$ cat src/rtl/wbuf_pkg.sv
package wbuf_pkg;

   typedef enum logic [1:0] {
      RD_IDLE  = 2'd0,
      RD_LOOK  = 2'd1,
      RD_ISSUE = 2'd2,
      RD_WAIT  = 2'd3
   } rd_state_e;

   function automatic bit is_pow2(input int n);
      return (n > 1) && ((n & (n - 1)) == 0);
   endfunction

endpackage

$ cat src/rtl/wbuf_store.sv
module wbuf_store #(
   parameter int AW    = 16,
   parameter int BW    = 32,
   parameter int DEPTH = 4,
   localparam int PW   = $clog2(DEPTH)
) (
   input  logic             clk,
   input  logic             rst_n,
   input  logic             push_en,
   input  logic [AW-1:0]    push_addr,
   input  logic [BW-1:0]    push_data,
   input  logic             pop_en,
   input  logic [AW-1:0]    look_addr,
   output logic [AW-1:0]    head_addr,
   output logic [BW-1:0]    head_data,
   output logic             empty,
   output logic             full,
   output logic             look_hit,
   output logic [BW-1:0]    look_data,
   output logic [DEPTH-1:0] look_vec,
   output logic [DEPTH-1:0] live_vec
);

   logic [PW-1:0]       head_q;
   logic [PW:0]         cnt_q;
   logic [PW-1:0]       tail;
   logic [DEPTH-1:0]    merge_vec;
   logic                merge;
   logic [DEPTH*AW-1:0] addr_flat;
   logic [DEPTH*BW-1:0] data_flat;
   logic [DEPTH*BW-1:0] look_part;

   assign tail  = head_q + cnt_q[PW-1:0];
   assign merge = |merge_vec;

   generate
      for (genvar i = 0; i < DEPTH; i++) begin : g_slot
         logic [AW-1:0] slot_addr;
         logic [BW-1:0] slot_data;
         logic [PW-1:0] off;

         assign off          = PW'(i) - head_q;
         assign live_vec[i]  = ({1'b0, off} < cnt_q);
         assign look_vec[i]  = live_vec[i] && (slot_addr == look_addr);
         assign merge_vec[i] = live_vec[i] && (slot_addr == push_addr)
                               && !(pop_en && (head_q == PW'(i)));

         assign addr_flat[i*AW +: AW] = slot_addr;
         assign data_flat[i*BW +: BW] = slot_data;
         assign look_part[i*BW +: BW] = look_vec[i] ? slot_data : '0;

         always_ff @(posedge clk or negedge rst_n) begin
            if (!rst_n) begin
               slot_addr <= '0;
               slot_data <= '0;
            end else if (push_en) begin
               if (merge_vec[i]) begin
                  slot_data <= push_data;
               end else if (!merge && (tail == PW'(i))) begin
                  slot_addr <= push_addr;
                  slot_data <= push_data;
               end
            end
         end
      end
   endgenerate

   always_comb begin
      look_data = '0;
      for (int k = 0; k < DEPTH; k++) begin
         look_data = look_data | look_part[k*BW +: BW];
      end
   end

   assign look_hit  = |look_vec;
   assign head_addr = addr_flat[head_q*AW +: AW];
   assign head_data = data_flat[head_q*BW +: BW];
   assign empty     = (cnt_q == '0);
   assign full      = (cnt_q == (PW+1)'(DEPTH));

   always_ff @(posedge clk or negedge rst_n) begin
      if (!rst_n) begin
         head_q <= '0;
         cnt_q  <= '0;
      end else begin
         head_q <= head_q + PW'(pop_en);
         cnt_q  <= cnt_q + (PW+1)'(push_en && !merge) - (PW+1)'(pop_en);
      end
   end

endmodule

$ cat src/rtl/wbuf_rdctl.sv
module wbuf_rdctl
   import wbuf_pkg::*;
#(
   parameter int AW = 16,
   parameter int BW = 32
) (
   input  logic          clk,
   input  logic          rst_n,
   input  logic          rd_req,
   input  logic [AW-1:0] rd_addr,
   input  logic          look_hit,
   input  logic [BW-1:0] look_data,
   input  logic          mem_ready,
   input  logic          mem_rvalid,
   input  logic [BW-1:0] mem_rdata,
   output logic          rd_ready,
   output logic          rd_busy,
   output logic          rd_issue,
   output logic [AW-1:0] look_addr,
   output logic          rsp_valid,
   output logic [BW-1:0] rsp_data,
   output logic          rsp_fwd
);

   rd_state_e     st_q;
   logic [AW-1:0] addr_q;

   assign rd_ready  = (st_q == RD_IDLE);
   assign rd_busy   = (st_q != RD_IDLE);
   assign rd_issue  = (st_q == RD_ISSUE);
   assign look_addr = addr_q;

   always_ff @(posedge clk or negedge rst_n) begin
      if (!rst_n) begin
         st_q      <= RD_IDLE;
         addr_q    <= '0;
         rsp_valid <= 1'b0;
         rsp_data  <= '0;
         rsp_fwd   <= 1'b0;
      end else begin
         rsp_valid <= 1'b0;
         unique case (st_q)
            RD_IDLE: begin
               if (rd_req) begin
                  addr_q <= rd_addr;
                  st_q   <= RD_LOOK;
               end
            end
            RD_LOOK: begin
               if (look_hit) begin
                  rsp_valid <= 1'b1;
                  rsp_data  <= look_data;
                  rsp_fwd   <= 1'b1;
                  st_q      <= RD_IDLE;
               end else begin
                  st_q <= RD_ISSUE;
               end
            end
            RD_ISSUE: begin
               if (mem_ready) st_q <= RD_WAIT;
            end
            RD_WAIT: begin
               if (mem_rvalid) begin
                  rsp_valid <= 1'b1;
                  rsp_data  <= mem_rdata;
                  rsp_fwd   <= 1'b0;
                  st_q      <= RD_IDLE;
               end
            end
            default: st_q <= RD_IDLE;
         endcase
      end
   end

endmodule

$ cat src/rtl/wbuf_mem_arb.sv
module wbuf_mem_arb #(
   parameter int AW = 16,
   parameter int BW = 32
) (
   input  logic          rd_issue,
   input  logic          rd_busy,
   input  logic          rd_req,
   input  logic          q_empty,
   input  logic [AW-1:0] rd_addr,
   input  logic [AW-1:0] head_addr,
   input  logic [BW-1:0] head_data,
   input  logic          mem_ready,
   output logic          mem_req,
   output logic          mem_we,
   output logic [AW-1:0] mem_addr,
   output logic [BW-1:0] mem_wdata,
   output logic          pop
);

   logic drain_ok;

   // a read in flight or arriving owns the port; writes only fill idle cycles
   assign drain_ok  = !rd_busy && !rd_req && !q_empty;
   assign mem_req   = rd_issue || drain_ok;
   assign mem_we    = !rd_issue && drain_ok;
   assign mem_addr  = rd_issue ? rd_addr : head_addr;
   assign mem_wdata = mem_we ? head_data : '0;
   assign pop       = mem_we && mem_ready;

endmodule

$ cat src/rtl/wbuf_bypass.sv
module wbuf_bypass
   import wbuf_pkg::*;
#(
   parameter int  ADDR_W     = 16,
   parameter int  WORD_W     = 32,
   parameter int  LINE_WORDS = 4,
   parameter bit  WRITE_BACK = 1'b0,
   parameter int  DEPTH      = 4,
   localparam int BLK_W      = WORD_W * (WRITE_BACK ? LINE_WORDS : 1)
) (
   input  logic              clk,
   input  logic              rst_n,
   input  logic              wr_valid,
   input  logic [ADDR_W-1:0] wr_addr,
   input  logic [BLK_W-1:0]  wr_data,
   output logic              wr_full,
   input  logic              rd_req,
   input  logic [ADDR_W-1:0] rd_addr,
   output logic              rd_ready,
   output logic              rd_resp_valid,
   output logic [BLK_W-1:0]  rd_resp_data,
   output logic              rd_resp_fwd,
   output logic              mem_req,
   output logic              mem_we,
   output logic [ADDR_W-1:0] mem_addr,
   output logic [BLK_W-1:0]  mem_wdata,
   input  logic              mem_ready,
   input  logic              mem_rvalid,
   input  logic [BLK_W-1:0]  mem_rdata
);

   generate
      if (!is_pow2(DEPTH)) begin : g_bad_depth
         $error("wbuf_bypass: DEPTH must be a power of two, at least 2");
      end
      if (ADDR_W < 1 || WORD_W < 1) begin : g_bad_width
         $error("wbuf_bypass: ADDR_W and WORD_W must be positive");
      end
      if (WRITE_BACK) begin : g_line_mode
         if (LINE_WORDS < 2) begin : g_bad_line
            $error("wbuf_bypass: line mode needs LINE_WORDS of at least 2");
         end
      end
   endgenerate

   logic              push_en;
   logic              pop;
   logic              q_empty;
   logic              q_full;
   logic [ADDR_W-1:0] head_addr;
   logic [BLK_W-1:0]  head_data;
   logic [ADDR_W-1:0] look_addr;
   logic              look_hit;
   logic [BLK_W-1:0]  look_data;
   logic [DEPTH-1:0]  look_vec;
   logic [DEPTH-1:0]  live_vec;
   logic              rd_busy;
   logic              rd_issue;

   assign wr_full = q_full;
   assign push_en = wr_valid && !q_full;

   wbuf_store #(.AW(ADDR_W), .BW(BLK_W), .DEPTH(DEPTH)) u_store (
      .clk       (clk),
      .rst_n     (rst_n),
      .push_en   (push_en),
      .push_addr (wr_addr),
      .push_data (wr_data),
      .pop_en    (pop),
      .look_addr (look_addr),
      .head_addr (head_addr),
      .head_data (head_data),
      .empty     (q_empty),
      .full      (q_full),
      .look_hit  (look_hit),
      .look_data (look_data),
      .look_vec  (look_vec),
      .live_vec  (live_vec)
   );

   wbuf_rdctl #(.AW(ADDR_W), .BW(BLK_W)) u_rdctl (
      .clk        (clk),
      .rst_n      (rst_n),
      .rd_req     (rd_req),
      .rd_addr    (rd_addr),
      .look_hit   (look_hit),
      .look_data  (look_data),
      .mem_ready  (mem_ready),
      .mem_rvalid (mem_rvalid),
      .mem_rdata  (mem_rdata),
      .rd_ready   (rd_ready),
      .rd_busy    (rd_busy),
      .rd_issue   (rd_issue),
      .look_addr  (look_addr),
      .rsp_valid  (rd_resp_valid),
      .rsp_data   (rd_resp_data),
      .rsp_fwd    (rd_resp_fwd)
   );

   wbuf_mem_arb #(.AW(ADDR_W), .BW(BLK_W)) u_arb (
      .rd_issue  (rd_issue),
      .rd_busy   (rd_busy),
      .rd_req    (rd_req),
      .q_empty   (q_empty),
      .rd_addr   (look_addr),
      .head_addr (head_addr),
      .head_data (head_data),
      .mem_ready (mem_ready),
      .mem_req   (mem_req),
      .mem_we    (mem_we),
      .mem_addr  (mem_addr),
      .mem_wdata (mem_wdata),
      .pop       (pop)
   );

endmodule

$ cat config.mk
export PLATFORM = sky130hd
export DESIGN_NAME = wbuf_bypass
export DESIGN_NICKNAME = d
export VERILOG_FILES = /design/src/rtl/wbuf_pkg.sv /design/src/rtl/wbuf_store.sv /design/src/rtl/wbuf_rdctl.sv /design/src/rtl/wbuf_mem_arb.sv /design/src/rtl/wbuf_bypass.sv
export SDC_FILE = /design/constraint.sdc
export NUM_CORES = 1
export LEC_CHECK = 0
export ABC_AREA = 0
export BUFFER_PORTS_ARGS = -buffer_cell sky130_fd_sc_hd__buf_2
export CORE_MARGIN = 2
export CORE_UTILIZATION = 40
export DETAILED_ROUTE_END_ITERATION = 7
export GPL_TIMING_DRIVEN = 0
export SYNTH_ARGS = -nofsm -noshare
export SYNTH_HDL_FRONTEND = slang
export SYNTH_HIERARCHICAL = 1
export SYNTH_SLANG_ARGS = --single-unit
$ cat constraint.sdc
create_clock -name clk -period 10.6 [get_ports clk]
set_input_delay 1.06 -clock clk [delete_from_list [all_inputs] [get_ports clk]]
set_output_delay 1.06 -clock clk [all_outputs]
set_load 0.02 [all_outputs]
==> results of run 1 <==
area by class of cell:
class / instances / area, um2
fillers: 3200 / 18100
multi-input cells: 720 / 7400
flip-flops and latches: 249 / 6230
clock buffers: 47 / 923
repair buffers: 173 / 921
well taps: 455 / 569
plain buffers: 74 / 500
inverters: 11 / 41.3
clock inverters: 5 / 30.0
diodes: 5 / 12.5
metrics by stage:
step / std cells / hold slack, ps / worst slack (ps) / utilization / cell area [um2]
floorplan: 1054 / 476 / 6430 / - / 14200
global placement: 1680 / 484 / 3700 / 0.449 / 15600
detailed placement: 1682 / 487 / 4920 / 0.451 / 15700
CTS: 1734 / 379 / 4890 / 0.479 / 16600
global route: 1735 / 396 / 4650 / 0.479 / 16600
finish: 1739 / 388 / 5050 / 0.479 / 16600
worst max-delay path, cell delays in order, from the launching register on:
cell and delay (ps):
dfrtp_1 460, clkbuf_1 180, buf_2 440, buf_1 870, inv_1 210, ha_1 370
inv_1 40, ha_1 270, a21oi_1 130, nor2_1 100, nor3_1 990, or4_1 300
mux2_2 150, nand2_1 300, buf_4 320, mux2_2 290
power by group through the flow:
stage | Clock [mW] | Combinational [mW] | Sequential (mW)
6_report | 0.991 | 2.92 | 1.96
5_1_grt | 1.05 | 3.13 | 2.03
4_1_cts | 1.02 | 2.94 | 1.95
3_5_place_dp | 0 | 2.93 | 1.96
3_3_place_gp | 0 | 2.88 | 1.94
2_1_floorplan | 0 | 2.13 | 1.89
routing by layer:
layer	GRT usage	routed length, um	vias to the layer above
met5	0	26	-
met4	0.0622	1160	4
met3	0.0459	2560	63
met2	0.356	18900	278
met1	0.305	17900	4820
li1	-	-	4240
registers in the layout (all words and copies together), names as in the netlist, named ones only:
register,count
u_store/head_q,2
u_store/cnt_q,3
u_rdctl/rsp_fwd,1
u_rdctl/rsp_data,32
u_rdctl/look_addr,16
u_rdctl/st_q,1
u_rdctl/rsp_valid,1
u_store/g_slot.slot_addr,64
u_store/g_slot.slot_data,128
worst paths after layout:
path	from	to	slack (ps)	cells after the start
max	u_store/head_q[0]$_DFF_PN0_	u_rdctl/rsp_data[30]$_DFFE_PN0P_	5050	15
min	rst_n	u_rdctl/look_addr[14]$_DFFE_PN0P_	390	1
max reg2reg	u_store/head_q[0]$_DFF_PN0_	u_rdctl/rsp_data[30]$_DFFE_PN0P_	5050	15
min reg2reg	u_rdctl/rsp_data[25]$_DFFE_PN0P_	u_rdctl/rsp_data[25]$_DFFE_PN0P_	500	1
max in group asynchronous	rst_n	u_store/g_slot[3].slot_data[24]$_DFFE_PN0P_	9270	2
min in group clk	u_rdctl/rsp_data[25]$_DFFE_PN0P_	u_rdctl/rsp_data[25]$_DFFE_PN0P_	500	1
==> impl_metrics.json, run 1 <==
{
  "timing.slew.headroom": 0.147,
  "final_hold_fails": 0,
  "start_kind": "flop",
  "cts-resized-gates": 0,
  "count_of_buffers_inserted_at_the_top_level_ports": 171,
  "totalPowerFinal_mw": 5.87,
  "die_w_um": 192,
  "timing.hold.worst.class": "in2async",
  "leading_cell_type_in_the_layout_fill_and_taps_excluded": "dfrtp_1",
  "p_per_area_mw_per_mm2": 353,
  "htree_levels": 1,
  "grt_pass1_wl_um": 61100,
  "yosysWarnings": 6,
  "required_ps": 11030,
  "worst_ir_drop_vdd_mv": 0.188,
  "die-height_um": 192,
  "post_drt_wl_per_cell_um": 23.3,
  "num_vias": 9405,
  "cts-buffers-inserted": 29,
  "final_net_count": 1375,
  "io-pin-count": 188,
  "hpwl_um": 28600,
  "gp_congestion": 0.943,
  "drt_drc": 0,
  "min_period_over_period": 0.523,
  "comb_power_share": 0.498,
  "layout_min_cycle_time_ps": 5550,
  "netlist_instances": 1054,
  "avgSynthCellArea_um2": 13.4,
  "clk_transition_reported_paths_ps": 60,
  "grt-ovfl-total": 0,
  "drv.max_cap_violation_count": 0,
  "dr.pass1.iters": 6,
  "detail_route.wirelength_um": 40600,
  "detail_route.vias_per_cell": 5.41,
  "slew_at_the_pin_with_the_worst_max_slew_slack_ps": 1280,
  "drt_iter0_drc": 651,
  "worst-path-max-fanout": 10,
  "syn_area_mm2": 0.0142,
  "worstSkewPairLatency_ps": 550,
  "groute.usage.overall": 0.222,
  "cts_setup_buffers": 0,
  "worst-setup-path-type": "reg2reg",
  "grt_start_max_net_pins": 119,
  "antenna_found_initial": 6,
  "leakage_power_nw": 7.49,
  "power.share.clock": 0.169,
  "crit_path_end_kind": "flop",
  "worst_clock_skew_ps": 11.2,
  "power.share.switching": 0.391,
  "max_freq_ghz": 0.180,
  "seq_power_share": 0.333,
  "postSynthNetCount": 1171,
  "drt.antenna.violating_nets": 0,
  "ctsRootBufferMaster": "clkbuf_16",
  "synthToLayoutAreaGrowth_pct": 17.3,
  "post_route_cells_drive_above_1_share": 0.437,
  "via_count_of_the_first_global_routing_pass": 9909,
  "core_region_area_mm2": 0.0347,
  "tritoncts_num_sinks": 249,
  "slew_viol_final": 0,
  "timing.critical_path.arrival_ps": 5980,
  "unrepaired_setup_endpoints_after_global_routing": "no",
  "design.die.area_mm2": 0.0369,
  "final_cell_mix": "dfrtp_1, buf_2, mux2_2",
  "initial_core_util": 0.408,
  "postCtsHoldBufs": 0,
  "p_int_mw": 3.58,
  "p_sw_mw": 2.29,
  "clock_tree.buffer_depth": 3,
  "outcome": "finished clean",
  "setup_total_negative_slack_ps": 0,
  "floorplan.rows": 68,
  "final-setup-viol-count": 0,
  "tritoncts": "yes"
}
Power figures use the tool's default switching activity.
==> run 2, diff against run 1 <==
- clock period: 10.6 -> 4.95 ns (I/O delays scaled with it)
==> impl_metrics.json, run 2 (same netlist as run 1, synthesis figures left out) <==
{
  "final_cell_mix": "dfrtp_1, buf_2, mux2_2",
  "timing.slew.headroom": 0.129,
  "layout_top_registers": "u_store/g_slot.slot_data (128), u_store/g_slot.slot_addr (64), u_rdctl/rsp_data (32)",
  "drt_drc": 0,
  "tritoncts_num_sinks": 249,
  "largest_register_ffs": 128,
  "numPlacedInstances": 1682,
  "via_count_of_the_first_global_routing_pass": 9926,
  "groute.usage.overall": 0.222,
  "drt.antenna.violating_nets": 0,
  "unrepaired_setup_endpoints_after_global_routing": "no",
  "synthToLayoutAreaGrowth_pct": 17.5,
  "post_layout_nonfiller_instances": 1739,
  "crit_buf_inv": 5,
  "final_hold_fails": 0,
  "drt_iter0_drc": 634,
  "cts_setup_buffers": 0,
  "crit_path_top_delay_cell": "buf_1",
  "totalPowerFinal_mw": 12.6,
  "dr.pass1.iters": 5,
  "slew_at_the_pin_with_the_worst_max_slew_slack_ps": 1310,
  "grt_start_max_net_pins": 119,
  "clk_transition_reported_paths_ps": 60,
  "ctsRootBufferMaster": "clkbuf_16",
  "final-setup-viol-count": 0,
  "fillCellCount": 3198,
  "timing.critical_path.arrival_ps": 5090,
  "die-height_um": 192,
  "cell_area_after_layout_mm2": 0.0166,
  "p_per_area_mw_per_mm2": 754,
  "placement.cell_area_mm2": 0.0157,
  "worst_clock_skew_ps": 12.0,
  "timing.final.ws_setup_ps": 285,
  "detail_route.vias_per_cell": 5.44,
  "design.die.area_mm2": 0.0369,
  "critical_path.max_stage_delay_ps": 650,
  "final_net_count": 1375,
  "layout_min_cycle_time_ps": 4660,
  "cts-buffers-inserted": 29,
  "required_ps": 5380,
  "largest_register": "u_store/g_slot.slot_data",
  "outcome": "finished clean",
  "num_vias": 9465,
  "core_region_area_mm2": 0.0347,
  "post_route_cells_drive_above_1_share": 0.439,
  "floorplan.rows": 68,
  "minimum_hold_slack_ps": 181,
  "worst_ir_drop_vdd_mv": 0.411,
  "start_kind": "flop",
  "max_freq_ghz": 0.214,
  "worstSkewPairLatency_ps": 550,
  "grt-ovfl-total": 0,
  "hpwl_um": 28600,
  "timing.hold.worst.class": "in2reg",
  "count_of_buffers_inserted_at_the_top_level_ports": 171,
  "htree_levels": 1,
  "tritoncts": "yes",
  "worst_path_dominant_cell_family": "simple AND/OR/NAND/NOR gates",
  "slew_viol_final": 0,
  "worstPathCellList": "clkbuf_1, buf_1, inv_1, ha_1, inv_1, ha_1, a21oi_1, nor2_1, nor3_2, or4_1, mux2_2, nand2_1, buf_4, mux2_2",
  "initial_core_util": 0.408,
  "post_drt_wl_per_cell_um": 23.3,
  "drv.max_cap_violation_count": 0,
  "post-route-util": 0.479,
  "gp_congestion": 0.943,
  "min_period_over_period": 0.942,
  "detail_route.wirelength_um": 40400,
  "io-pin-count": 188,
  "grt_pass1_wl_um": 61000,
  "antenna_found_initial": 6,
  "die_w_um": 192,
  "crit_path_end_kind": "flop",
  "worst-path-max-fanout": 10,
  "leading_cell_type_in_the_layout_fill_and_taps_excluded": "dfrtp_1",
  "dp_slack_ps": -729,
  "worst-setup-path-type": "reg2reg",
  "setup_total_negative_slack_ps": 0,
  "clock_tree.buffer_depth": 3,
  "leakage_power_nw": 7.50
}
-- run 2: cell types whose count changed in the layout (fill, tap and decap cells not counted), sizes merged --
cell | before | now
buf | 227 | 225
clkbuf | 67 | 68
dlygate4sd3 | 0 | 1
-- run 2: area by class of cell --
class | instances | area [um2] | share of cell area
clock inverters | 5 | 30.0 | 0.00180
diodes | 5 | 12.5 | 0.000752
flip-flops and latches | 249 | 6230 | 0.374
well taps | 455 | 569 | 0.0342
inverters | 11 | 41.3 | 0.00248
clock buffers | 47 | 923 | 0.0555
multi-input cells | 720 | 7410 | 0.445
repair buffers | 174 | 931 | 0.0559
plain buffers | 73 | 499 | 0.0300
-- run 2: layer usage --
layer | track usage | part of all wire | up-vias
met5 | 0 | 0.00064 | -
met4 | 0.0622 | 0.028 | 4
met3 | 0.0479 | 0.063 | 57
met2 | 0.357 | 0.47 | 298
met1 | 0.301 | 0.44 | 4862
li1 | - | - | 4244
-- run 2: report_power, final --
part | switching (mW) | leakage [nW] | internal, mW | total [mW]
clock | 0.859 | 0.469 | 1.26 | 2.12
sequential | 1.08 | 3.00 | 3.11 | 4.19
combinational | 2.96 | 4.03 | 3.28 | 6.25
-- run 2: worst paths after layout --
path | from | end | slack [ps] | cells past startpoint
max | u_store/head_q[1]$_DFF_PN0_ | u_rdctl/rsp_data[30]$_DFFE_PN0P_ | 290 | 14
min | rd_addr[13] | u_rdctl/look_addr[13]$_DFFE_PN0P_ | 180 | 2
max reg2reg | u_store/head_q[1]$_DFF_PN0_ | u_rdctl/rsp_data[30]$_DFFE_PN0P_ | 290 | 14
min reg2reg | u_rdctl/rsp_data[25]$_DFFE_PN0P_ | u_rdctl/rsp_data[25]$_DFFE_PN0P_ | 500 | 1
max in group asynchronous | rst_n | u_rdctl/rsp_data[17]$_DFFE_PN0P_ | 3620 | 3
min in group asynchronous | rst_n | u_rdctl/look_addr[14]$_DFFE_PN0P_ | 420 | 2
-- run 2: repair_timing --
action                     4_1_cts  5_1_grt
setup endpoints to repair       43       29
hold endpoints to repair        35        0
hold buffers                     1        0
resized for setup                2        1
==> run 3, diff against run 2 <==
- clock period: 4.95 -> 5.99 ns (I/O delays scaled with it)
==> impl_metrics.json, run 3 (same netlist as run 1, synthesis figures left out) <==
{
  "grt_start_max_net_pins": 119,
  "tritoncts": "yes",
  "crit_path_end_kind": "flop",
  "final_net_count": 1376,
  "final_cell_mix": "dfrtp_1, buf_2, mux2_2",
  "minimum_hold_slack_ps": 285,
  "drt_drc": 0,
  "htree_levels": 1,
  "design.die.area_mm2": 0.0369,
  "core_region_area_mm2": 0.0347,
  "drv.max_cap_violation_count": 0,
  "slew_at_the_pin_with_the_worst_max_slew_slack_ps": 1280,
  "worst_ir_drop_vdd_mv": 0.333,
  "groute.usage.overall": 0.222,
  "detail_route.vias_per_cell": 5.42,
  "critical_path.reg2reg.endpoint": "u_rdctl/rsp_data[30]$_DFFE_PN0P_",
  "worstRegToRegCells": 14,
  "leakage_power_nw": 7.50,
  "clk_transition_reported_paths_ps": 60,
  "unrepaired_setup_endpoints_after_global_routing": "no",
  "fillCellCount": 3200,
  "timing.hold.worst.class": "in2reg",
  "drt_iter0_drc": 679,
  "dr.pass1.iters": 5,
  "final-setup-viol-count": 0,
  "timing.rr.start": "u_store/head_q[0]$_DFF_PN0_",
  "grt_pass1_wl_um": 61200,
  "required_ps": 6420,
  "max_freq_ghz": 0.180,
  "setup_total_negative_slack_ps": 0,
  "slew_viol_final": 0,
  "via_count_of_the_first_global_routing_pass": 9921,
  "clock_tree.buffer_depth": 3,
  "gp_congestion": 0.943,
  "timing.slew.headroom": 0.138,
  "worst-path-max-fanout": 10,
  "drt.antenna.violating_nets": 0,
  "worst_clock_skew_ps": 12.1,
  "num_vias": 9430,
  "floorplan.rows": 68,
  "reg2reg_setup_slack_ps": 450,
  "cts-buffers-inserted": 29,
  "post_route_cells_drive_above_1_share": 0.437,
  "count_of_buffers_inserted_at_the_top_level_ports": 171,
  "antenna_found_initial": 6,
  "detail_route.wirelength_um": 40600,
  "grt-ovfl-total": 0,
  "layout_top_registers": "u_store/g_slot.slot_data (128), u_store/g_slot.slot_addr (64), u_rdctl/rsp_data (32)",
  "timing.critical_path.arrival_ps": 5970,
  "final_hold_fails": 0,
  "initial_core_util": 0.408,
  "largest_register_ffs": 128,
  "largest_register": "u_store/g_slot.slot_data",
  "critical_path.max_stage_delay_ps": 1040,
  "ctsRootBufferMaster": "clkbuf_16",
  "cts-resized-gates": 0,
  "p_per_area_mw_per_mm2": 624,
  "start_kind": "flop",
  "totalPowerFinal_mw": 10.4,
  "worst_path_dominant_cell_family": "buffers and inverters",
  "worstHoldEndpoint": "u_rdctl/look_addr[13]$_DFFE_PN0P_",
  "die_w_um": 192,
  "hpwl_um": 28600,
  "worst-setup-path-type": "reg2reg",
  "outcome": "finished clean",
  "leading_cell_type_in_the_layout_fill_and_taps_excluded": "dfrtp_1",
  "layout_min_cycle_time_ps": 5540,
  "crit_buf_inv": 5,
  "min_period_over_period": 0.925,
  "crit_path_top_delay_cell": "nor3_1",
  "synthToLayoutAreaGrowth_pct": 17.4,
  "post_drt_wl_per_cell_um": 23.3,
  "io-pin-count": 188,
  "worstHoldStart": "rd_addr[13]",
  "worstPathCellList": "clkbuf_1, buf_2, buf_1, inv_1, ha_1, ha_1, a21oi_1, nor2_1, nor3_1, or4_1, mux2_2, nand2_1, buf_4, mux2_2",
  "tritoncts_num_sinks": 249,
  "worst_hold_path.num_cells": 2,
  "worstSkewPairLatency_ps": 550,
  "die-height_um": 192
}
==> run 3: worst register-to-register path, stage by stage, from the launching register on <==
cell and delay [ps]:
dfrtp_1 450, clkbuf_1 180, buf_2 430, buf_1 870, inv_1 210, ha_1 370, ha_1 280, a21oi_1 140
nor2_1 90, nor3_1 1040, or4_1 280, mux2_2 150, nand2_1 310, buf_4 330, mux2_2 290
==> run 3: final cells by class <==
cell class                      instances  area [um2]  area share
Antenna cell                            4        10.0    0.000602
Buffer                                 74         500      0.0301
Timing Repair Buffer                  174         931      0.0560
Sequential cell                       249        6230       0.375
Tap cell                              455         569      0.0342
Multi-Input combinational cell        720        7400       0.445
Clock inverter                          5        30.0     0.00181
Inverter                               11        41.3     0.00248
Clock buffer                           47         923      0.0555
==> run 3: report_power, final <==
part	total, mW	internal (mW)	switching (mW)
clock	1.75	1.04	0.709
sequential	3.46	2.57	0.889
combinational	5.17	2.71	2.45
==> run 3: how the worst max path moves through the flow <==
stage,start,slack (ps),cells past startpoint,endpoint
global route,u_store/head_q[0]$_DFF_PN0_,40,15,u_rdctl/rsp_data[25]$_DFFE_PN0P_
detailed placement,u_store/head_q[0]$_DFF_PN0_,310,15,u_rdctl/rsp_data[21]$_DFFE_PN0P_
CTS,u_store/head_q[0]$_DFF_PN0_,280,15,u_rdctl/rsp_data[12]$_DFFE_PN0P_
global placement,rst_n,-450,1,u_rdctl/rsp_data[16]$_DFFE_PN0P_
floorplan,u_store/head_q[0]$_DFF_PN0_,1820,15,u_rdctl/rsp_data[10]$_DFFE_PN0P_
finish,u_store/head_q[0]$_DFF_PN0_,450,14,u_rdctl/rsp_data[30]$_DFFE_PN0P_
==> run 3: per-layer routing <==
layer | up-vias | global-route usage | share of wire
li1 | 4243 | - | -
met1 | 4828 | 0.305 | 0.44
met4 | 4 | 0.0622 | 0.028
met2 | 297 | 0.357 | 0.47
met3 | 58 | 0.0459 | 0.063
met5 | - | 0 | 0.00064
==> run 3: repair_timing <==
item                      CTS  global route
setup buffers               0             0
hold endpoints to repair   35             0
hold buffers                1             0
==> run 3: per-stage QoR <==
| stage | area [um2] | worst slack [ps] | std cells | utilization |
|---|---|---|---|---|
| 3_5_place_dp | 15700 | 311 | 1682 | 0.451 |
| 5_1_grt | 16600 | 40.4 | 1736 | 0.479 |
| 6_report | 16600 | 447 | 1739 | 0.479 |
| 3_3_place_gp | 15600 | -448 | 1680 | 0.449 |
| 2_1_floorplan | 14200 | 1820 | 1054 | - |
| 4_1_cts | 16600 | 275 | 1735 | 0.479 |
